$ cat config.mk
export PLATFORM = sky130hd
export DESIGN_NAME = irq_agg
export DESIGN_NICKNAME = d
export VERILOG_FILES = /design/src/rtl/irq_agg_pkg.sv /design/src/rtl/irq_agg_ctrl.sv /design/src/rtl/irq_agg_prio.sv /design/src/rtl/irq_agg_dp.sv /design/src/rtl/irq_agg.sv
export SDC_FILE = /design/constraint.sdc
export NUM_CORES = 1
export LEC_CHECK = 0
export BUFFER_PORTS_ARGS = -buffer_cell sky130_fd_sc_hd__buf_4
export CELL_PAD_IN_SITES_DETAIL_PLACEMENT = 1
export CELL_PAD_IN_SITES_GLOBAL_PLACEMENT = 2
export CORE_MARGIN = 5
export CORE_UTILIZATION = 19
export DETAILED_ROUTE_END_ITERATION = 12
export GPL_TIMING_DRIVEN = 0
export HOLD_SLACK_MARGIN = 0.08
export PLACE_DENSITY_LB_ADDON = 0.1
export SYNTH_ARGS = -nofsm -noshare
export SYNTH_HDL_FRONTEND = slang
export SYNTH_HIERARCHICAL = 1
export SYNTH_SLANG_ARGS = --single-unit
export TNS_END_PERCENT = 5
$ cat constraint.sdc
create_clock -name clk -period 1.2 [get_ports clk]
set_input_delay 0.3 -clock clk [delete_from_list [all_inputs] [get_ports clk]]
set_output_delay 0.3 -clock clk [all_outputs]
set_load 0.01 [all_outputs]
$ cat src/rtl/irq_agg_pkg.sv
package irq_agg_pkg;

  // Strobes from the bus decoder to the register datapath.
  typedef struct packed {
    logic enableWr;    // load the enable register this edge
    logic readEnable;  // read mux selects the enable register
  } ctrlStrobe_t;

  // Bit map of implemented sources: devices at the low bits, core at corePos.
  function automatic logic [31:0] sourceMask(input int numDev, input int corePos);
    logic [31:0] m;
    m = '0;
    for (int i = 0; i < numDev; i++) m[i] = 1'b1;
    m[corePos] = 1'b1;
    return m;
  endfunction

endpackage

$ cat src/rtl/irq_agg_ctrl.sv
module irq_agg_ctrl
  import irq_agg_pkg::*;
(
  input  logic        busSel,
  input  logic        busWrEn,
  output ctrlStrobe_t strobe
);

  // Writes aimed at the status address produce no strobe at all.
  always_comb begin
    strobe.enableWr   = busWrEn & busSel;
    strobe.readEnable = busSel;
  end

endmodule

$ cat src/rtl/irq_agg_prio.sv
module irq_agg_prio #(
  parameter int REG_W = 8,
  parameter int IDX_W = 3
) (
  input  logic [REG_W-1:0] pending,
  output logic [IDX_W-1:0] winIdx
);

  // Scan from the top down so that the lowest set bit is written last and wins.
  always_comb begin
    winIdx = '1;
    for (int i = REG_W - 1; i >= 0; i--) begin
      if (pending[i]) winIdx = IDX_W'(i);
    end
  end

endmodule

$ cat src/rtl/irq_agg_dp.sv
module irq_agg_dp
  import irq_agg_pkg::*;
#(
  parameter int NUM_DEV  = 3,
  parameter int CORE_POS = 4,
  parameter int REG_W    = 8
) (
  input  logic               clk,
  input  logic               rstN,
  input  logic [NUM_DEV-1:0] devIrq,
  input  logic               coreIrq,
  input  ctrlStrobe_t        strobe,
  input  logic [REG_W-1:0]   busWrData,
  output logic [REG_W-1:0]   busRdData,
  output logic [REG_W-1:0]   pending,
  output logic               anyPending
);

  localparam logic [REG_W-1:0] VALID_MASK = REG_W'(sourceMask(NUM_DEV, CORE_POS));

  logic [REG_W-1:0] srcVec;
  logic [REG_W-1:0] statusReg;
  logic [REG_W-1:0] enableReg;

  // Place each source line at its fixed bit; unused bits are tied low.
  for (genvar b = 0; b < REG_W; b++) begin : g_map
    if (b < NUM_DEV) begin : g_dev
      assign srcVec[b] = devIrq[b];
    end else if (b == CORE_POS) begin : g_core
      assign srcVec[b] = coreIrq;
    end else begin : g_none
      assign srcVec[b] = 1'b0;
    end
  end

  always_ff @(posedge clk) begin
    if (!rstN) begin
      statusReg <= '0;
      enableReg <= '0;
    end else begin
      statusReg <= srcVec;
      if (strobe.enableWr) enableReg <= busWrData & VALID_MASK;
    end
  end

  always_comb begin
    pending    = statusReg & enableReg;
    anyPending = |pending;
    busRdData  = strobe.readEnable ? enableReg : statusReg;
  end

endmodule

$ cat src/rtl/irq_agg.sv
module irq_agg
  import irq_agg_pkg::*;
#(
  parameter int NUM_DEV  = 3,
  parameter int CORE_POS = 4,
  parameter int REG_W    = 8,
  localparam int IDX_W   = $clog2(REG_W)
) (
  input  logic               clk,
  input  logic               rstN,
  input  logic [NUM_DEV-1:0] devIrq,
  input  logic               coreIrq,
  input  logic               busSel,
  input  logic               busWrEn,
  input  logic [REG_W-1:0]   busWrData,
  output logic [REG_W-1:0]   busRdData,
  output logic               irqOut,
  output logic [IDX_W-1:0]   irqIdx
);

  ctrlStrobe_t      strobe;
  logic [REG_W-1:0] pending;

  irq_agg_ctrl u_ctrl (
    .busSel (busSel),
    .busWrEn(busWrEn),
    .strobe (strobe)
  );

  irq_agg_dp #(
    .NUM_DEV (NUM_DEV),
    .CORE_POS(CORE_POS),
    .REG_W   (REG_W)
  ) u_dp (
    .clk       (clk),
    .rstN      (rstN),
    .devIrq    (devIrq),
    .coreIrq   (coreIrq),
    .strobe    (strobe),
    .busWrData (busWrData),
    .busRdData (busRdData),
    .pending   (pending),
    .anyPending(irqOut)
  );

  irq_agg_prio #(
    .REG_W(REG_W),
    .IDX_W(IDX_W)
  ) u_prio (
    .pending(pending),
    .winIdx (irqIdx)
  );

endmodule

==> results of run 1 <==
final timing paths:
| check | startpoint | endpoint | slack, ps | cells past startpoint |
|---|---|---|---|---|
| setup reg to reg | u_dp/enableReg[0] | u_dp/enableReg[0] | 590 | 2 |
| setup / recovery | u_dp/statusReg[4] | irqOut | -470 | 3 |
| hold reg to reg | u_dp/enableReg[4] | u_dp/enableReg[4] | 530 | 2 |
| hold / removal | devIrq[2] | u_dp/statusReg[2] | 260 | 2 |
metal layers:
layer / routed length, um / global-route usage, %
met5: 0 / 0
met4: 0 / 4.85
met3: 71 / 1.96
met2: 515 / 9.62
met1: 431 / 6.59
critical path, stage by stage, from the launching register on:
cell and delay [ps]:
sky130_fd_sc_hd__dfxtp_2 320, sky130_fd_sc_hd__and2_4 150, sky130_fd_sc_hd__or4_4 520, sky130_fd_sc_hd__buf_6 130
stage by stage:
step	power (mW)	util [%]	std cells
after floorplan	0.376	-	55
after global placement	0.441	29.3	102
after detailed placement	0.443	29.3	102
after CTS	0.657	31.9	105
after global routing	0.693	32.4	105
final	0.648	32.4	105
cell type report:
type | instances | area [sq um]
Inverter | 2 | 7.51
Fill cell | 299 | 1520
Sequential cell | 8 | 169
Timing Repair Buffer | 19 | 161
Multi-Input combinational cell | 36 | 268
Clock buffer | 3 | 22.5
Tap cell | 28 | 35.0
Buffer | 9 | 67.6
flip-flops by register name, summed over array words and instances, names as in the netlist:
| register | cells |
|---|---|
| u_dp/enableReg | 4 |
| u_dp/statusReg | 4 |
report_power, final:
part / total [mW] / leakage, nW / internal, mW / switching (mW)
Combinational: 0.164 / 0.264 / 0.105 / 0.0587
Clock: 0.193 / 0.0138 / 0.114 / 0.0791
Sequential: 0.292 / 0.0684 / 0.283 / 0.00900
Total: 0.648 / 0.346 / 0.502 / 0.147
what timing repair did:
action | CTS | global route
endpoints found under the setup margin | 8 | 8
hold endpoints to repair | 0 | 0
setup buffers | 0 | 0
pin swaps | 2 | 0
resized for setup | 14 | 5
placed cells by master (no fill, tap or decap):
cell type / n
sky130_fd_sc_hd__inv_1: 1
sky130_fd_sc_hd__mux2_4: 3
sky130_fd_sc_hd__inv_2: 1
sky130_fd_sc_hd__and2_1: 5
sky130_fd_sc_hd__nor3_1: 2
sky130_fd_sc_hd__buf_6: 6
sky130_fd_sc_hd__buf_4: 21
sky130_fd_sc_hd__clkbuf_1: 1
sky130_fd_sc_hd__dfxtp_1: 1
sky130_fd_sc_hd__clkbuf_4: 3
sky130_fd_sc_hd__conb_1: 7
sky130_fd_sc_hd__nor4_1: 1
sky130_fd_sc_hd__nor2b_1: 4
sky130_fd_sc_hd__nor2_1: 1
sky130_fd_sc_hd__o31a_1: 1
sky130_fd_sc_hd__and2_4: 4
sky130_fd_sc_hd__mux2_1: 1
sky130_fd_sc_hd__mux2i_1: 4
sky130_fd_sc_hd__or4_4: 1
sky130_fd_sc_hd__a21oi_2: 1
sky130_fd_sc_hd__dfxtp_2: 7
sky130_fd_sc_hd__a21oi_1: 1
==> summary.md, run 1 <==
| Metric | Value |
|---|---|
| Run status | finished with violations |
| Violated checks | setup timing |
| Global route total overflow | 0 |
| Max Fanout on Critical Path | 3 |
| Vias in the first global route | 388 |
| Kind of launch point of the worst setup path | register |
| Number of maximum-capacitance constraint violations | 0 |
| Average footprint of a synthesized cell | 9.35 sq um |
| Maximum achievable frequency | 0.599 GHz |
| RePlAce Congestion | 0.660 |
| Core footprint | 0.00225 sq mm |
| Die outline height | 59.1 um |
| Remaining DRCs | 0 |
| Pin count of the biggest net entering global routing | 9 |
| Clock slew at the register clock pins of the worst setup and hold paths | 50 ps |
| Total of warnings raised by yosys | 6 |
| Num CTS Buffers | 3 |
| Routed via count | 384 |
| Total GRT Usage | 6.07% |
| Final-report setup violation count | 8 |
| Total number of H-tree levels | 1 |
| Core Rows | 17 |
| Final sum of negative setup slack | -1510 ps |
| Count of boundary I/O pins | 28 |
| Final cycle utilization of the critical path | 139% |
| Number of instances in the synthesized netlist | 49 |
| Number of antenna violations at the first check in global routing | 0 |
| Syn Std Cell Area | 458 sq um |
| CTS hold repair buffers | 0 |
| P_leak | 0.346 nW |
| Synth-to-Final Area Change | 59.6% |
| Routed length per instance | 9.70 um |
| CP endpoint kind | output pin |
| Maximum clock skew at final layout | 0 ps |
| NumNets Final | 95 |
| TritonCTS clock tree | built |
| # port buffers | 19 |
| Post-route setup slack | -469 ps |
| CTS root buf | sky130_fd_sc_hd__clkbuf_4 |
| Worst setup path category | reg -> out |
| Latest clock arrival within the worst-skew pair | 240 ps |
| Final Critical Period | 1670 ps |
| TritonRoute pass-1 iters | 2 |
| Hold crit path type | in -> reg |
| Antenna diode count | 0 |
| Overall die area | 0.00349 sq mm |
| Share of post-route cells with drive strength above 1 | 61.0% |
| Sinks on the clock net | 8 |
| ANT nets after route | 0 |
| Max-slew violation total from the final report | 0 |
| Sum of net half-perimeters after detailed placement | 878 um |
| Required @ worst endpoint | 900 ps |
| Maximum resistive drop on vdd | 519 uV |
| DR vias/cell | 3.66 |
| Die extent in x | 59.1 um |
| Cell Area, Placed | 661 sq um |
| Total wirelength of the detailed-routed design | 1020 um |
| Critical Path AT | 1370 ps |
| Final Hold Vio Count | 0 |
| First-pass GRT wire length | 1550 um |
| Final non-filler cell area | 731 sq um |
| P per Cell Area | 887 mW/mm^2 |
| Violation count after the first detailed-routing iteration | 1 |
| Initial core utilization | 20.3% |
| Maximum number of buffers from clock root to sink | 2 |
| Setup repair after global routing missed its margin | yes |
| Worst slack after detailed placement | -233 ps |
| Hold_ws | 256 ps |
(Power assumes the default switching activity.)
==> run 2, diff against run 1 <==
- CORE_ASPECT_RATIO: unset -> 1.75
- SETUP_SLACK_MARGIN: unset -> 0.4
- TNS_END_PERCENT: 5 -> unset
==> summary.md, run 2 (synthesis gave the netlist of run 1 again) <==
| Metric | Value |
|---|---|
| Final non-filler cell area | 802 sq um (+9.8%) |
| Filler cell count | 284 (-5.0%) |
| Delay of the slowest cell on the worst path | 530 ps (about the same) |
| Routed via count | 401 (+4.4%) |
| Latest clock arrival within the worst-skew pair | 220 ps (-20 ps) |
| Layout Utilization | 34.8% (+2.4 points) |
| Clock slew at the register clock pins of the worst setup and hold paths | 40 ps (about the same) |
| Total wirelength of the detailed-routed design | 1070 um (+5.4%) |
| Violation count after the first detailed-routing iteration | 1 (unchanged) |
| Run status | finished with violations |
| Global route total overflow | 0 (unchanged) |
| Total number of H-tree levels | 1 (unchanged) |
| Violated checks | setup timing |
| Die outline height | 74.9 um (+27%) |
| Final-report setup violation count | 8 (unchanged) |
| First-pass GRT wire length | 1610 um (+3.5%) |
| Number of maximum-capacitance constraint violations | 0 (unchanged) |
| Number of antenna violations at the first check in global routing | 0 (unchanged) |
| Required @ worst endpoint | 900 ps (about the same) |
| Antenna diode count | 0 (unchanged) |
| Core footprint | 0.00230 sq mm (+2.1%) |
| Worst setup path category | reg -> out |
| Maximum clock skew at final layout | 0 ps (unchanged) |
| Cell Area, Placed | 698 sq um (+5.7%) |
| Final Hold Vio Count | 0 (unchanged) |
| Num CTS Buffers | 3 (unchanged) |
| P_leak | 0.377 nW (+9.0%) |
| Top Registers | u_dp/enableReg x4, u_dp/statusReg x4 |
| Count of boundary I/O pins | 28 (unchanged) |
| Sum of net half-perimeters after detailed placement | 947 um (+7.9%) |
| Critical Path AT | 1340 ps (-30 ps) |
| Die extent in x | 47.1 um (-20%) |
| Maximum number of buffers from clock root to sink | 2 (unchanged) |
| Most common library cell in the layout ignoring fill and taps | sky130_fd_sc_hd__buf_4 |
| Setup repair after global routing missed its margin | yes |
| Kind of launch point of the worst setup path | register |
| # port buffers | 19 (unchanged) |
| Sinks on the clock net | 8 (unchanged) |
| RePlAce Congestion | 0.733 (+11%) |
| Max-slew violation total from the final report | 0 (unchanged) |
| P per Cell Area | 976 mW/mm^2 (+10%) |
| Post-route setup slack | -439 ps (+30.7 ps) |
| CTS root buf | sky130_fd_sc_hd__clkbuf_8 |
| Vias in the first global route | 397 (+2.3%) |
| Final Critical Period | 1640 ps (-30.7 ps) |
| TritonCTS clock tree | built |
| DR vias/cell | 3.89 (+6.5%) |
| Share of post-route cells with drive strength above 1 | 65.4% (+4.3 points) |
| Synth-to-Final Area Change | 75.1% |
| Max stage delay cell, worst path | sky130_fd_sc_hd__or4_4 |
| CTS hold repair buffers | 0 (unchanged) |
| CP endpoint kind | output pin |
| Most used cells in the layout excluding fill and tap cells | sky130_fd_sc_hd__buf_4, sky130_fd_sc_hd__conb_1, sky130_fd_sc_hd__buf_6 |
| NumNets Final | 96 (+1.1%) |
| ANT nets after route | 0 (unchanged) |
| Routed length per instance | 10.4 um (+7.4%) |
| Overall die area | 0.00353 sq mm (+1.1%) |
| Maximum achievable frequency | 0.610 GHz (+1.9%) |
| Total power | 783 uW (+21%) |
| Hold crit path type | in -> reg |
| Pin count of the biggest net entering global routing | 9 (unchanged) |
| Remaining DRCs | 0 (unchanged) |
| Core Rows | 23 (+6) |
| Initial core utilization | 19.9% (-0.42 points) |
| Maximum resistive drop on vdd | 556 uV (+7.1%) |
| Critical Path, Cell by Cell | and2_4 -> or4_4 -> buf_6 |
| TritonRoute pass-1 iters | 2 (unchanged) |
| Max Fanout on Critical Path | 3 (unchanged) |
| Final cycle utilization of the critical path | 137% (-2.6 points) |
| Total GRT Usage | 6.64% (+0.57 points) |
## run 2: area by class of cell
| cell class | instances | area [sq um] | share of cell area [%] |
|---|---|---|---|
| Buffer | 9 | 82.6 | 10.3 |
| Clock buffer | 3 | 41.3 | 5.15 |
| Inverter | 2 | 7.51 | 0.936 |
| Multi-Input combinational cell | 36 | 293 | 36.5 |
| Sequential cell | 8 | 166 | 20.7 |
| Tap cell | 25 | 31.3 | 3.90 |
| Timing Repair Buffer | 20 | 180 | 22.5 |
## run 2: worst max-delay path: cells and delay by family, from the launching register on
kind	cells	cell delay, ps
flops	1	300
simple gates	2	690
buf+inv	1	130
## run 2: power breakdown
group	switching [mW]	internal (mW)	leakage, nW
sequential	0.00822	0.283	0.0680
combinational	0.0639	0.119	0.287
clock	0.0926	0.216	0.0216
total	0.165	0.618	0.377
## run 2: through the flow
step                      cells  hold slack [ps]  setup TNS, ps  setup WS (ps)
final                       103              281          -1460           -439
after global placement       99              501           -573           -223
after floorplan              55              422          -70.9          -70.9
after CTS                   103              279          -1500           -450
after global routing        103              278          -1720           -465
after detailed placement     99              513           -604           -239
## run 2: timing repair
| action | CTS | global route |
|---|---|---|
| pin swaps | 2 | 1 |
| buffers inserted | 1 | 0 |
| endpoints found under the setup margin | 9 | 11 |
| hold endpoints to repair | 0 | 0 |
| gates resized for setup | 12 | 6 |
## run 2: final timing paths
path	cells after the start	startpoint	slack, ps	to
max	3	u_dp/statusReg[4]	-440	irqOut
min	2	devIrq[2]	280	u_dp/statusReg[2]
max reg2reg	2	u_dp/enableReg[1]	590	u_dp/enableReg[1]
min reg2reg	2	u_dp/enableReg[0]	520	u_dp/enableReg[0]
## run 2: layer usage
| metal | global-route usage [%] | part of all wire [%] |
|---|---|---|
| met2 | 11.6 | 59 |
| met3 | 1.67 | 7.4 |
| met5 | 0 | 0 |
| met4 | 5.54 | 1.9 |
| met1 | 5.96 | 32 |
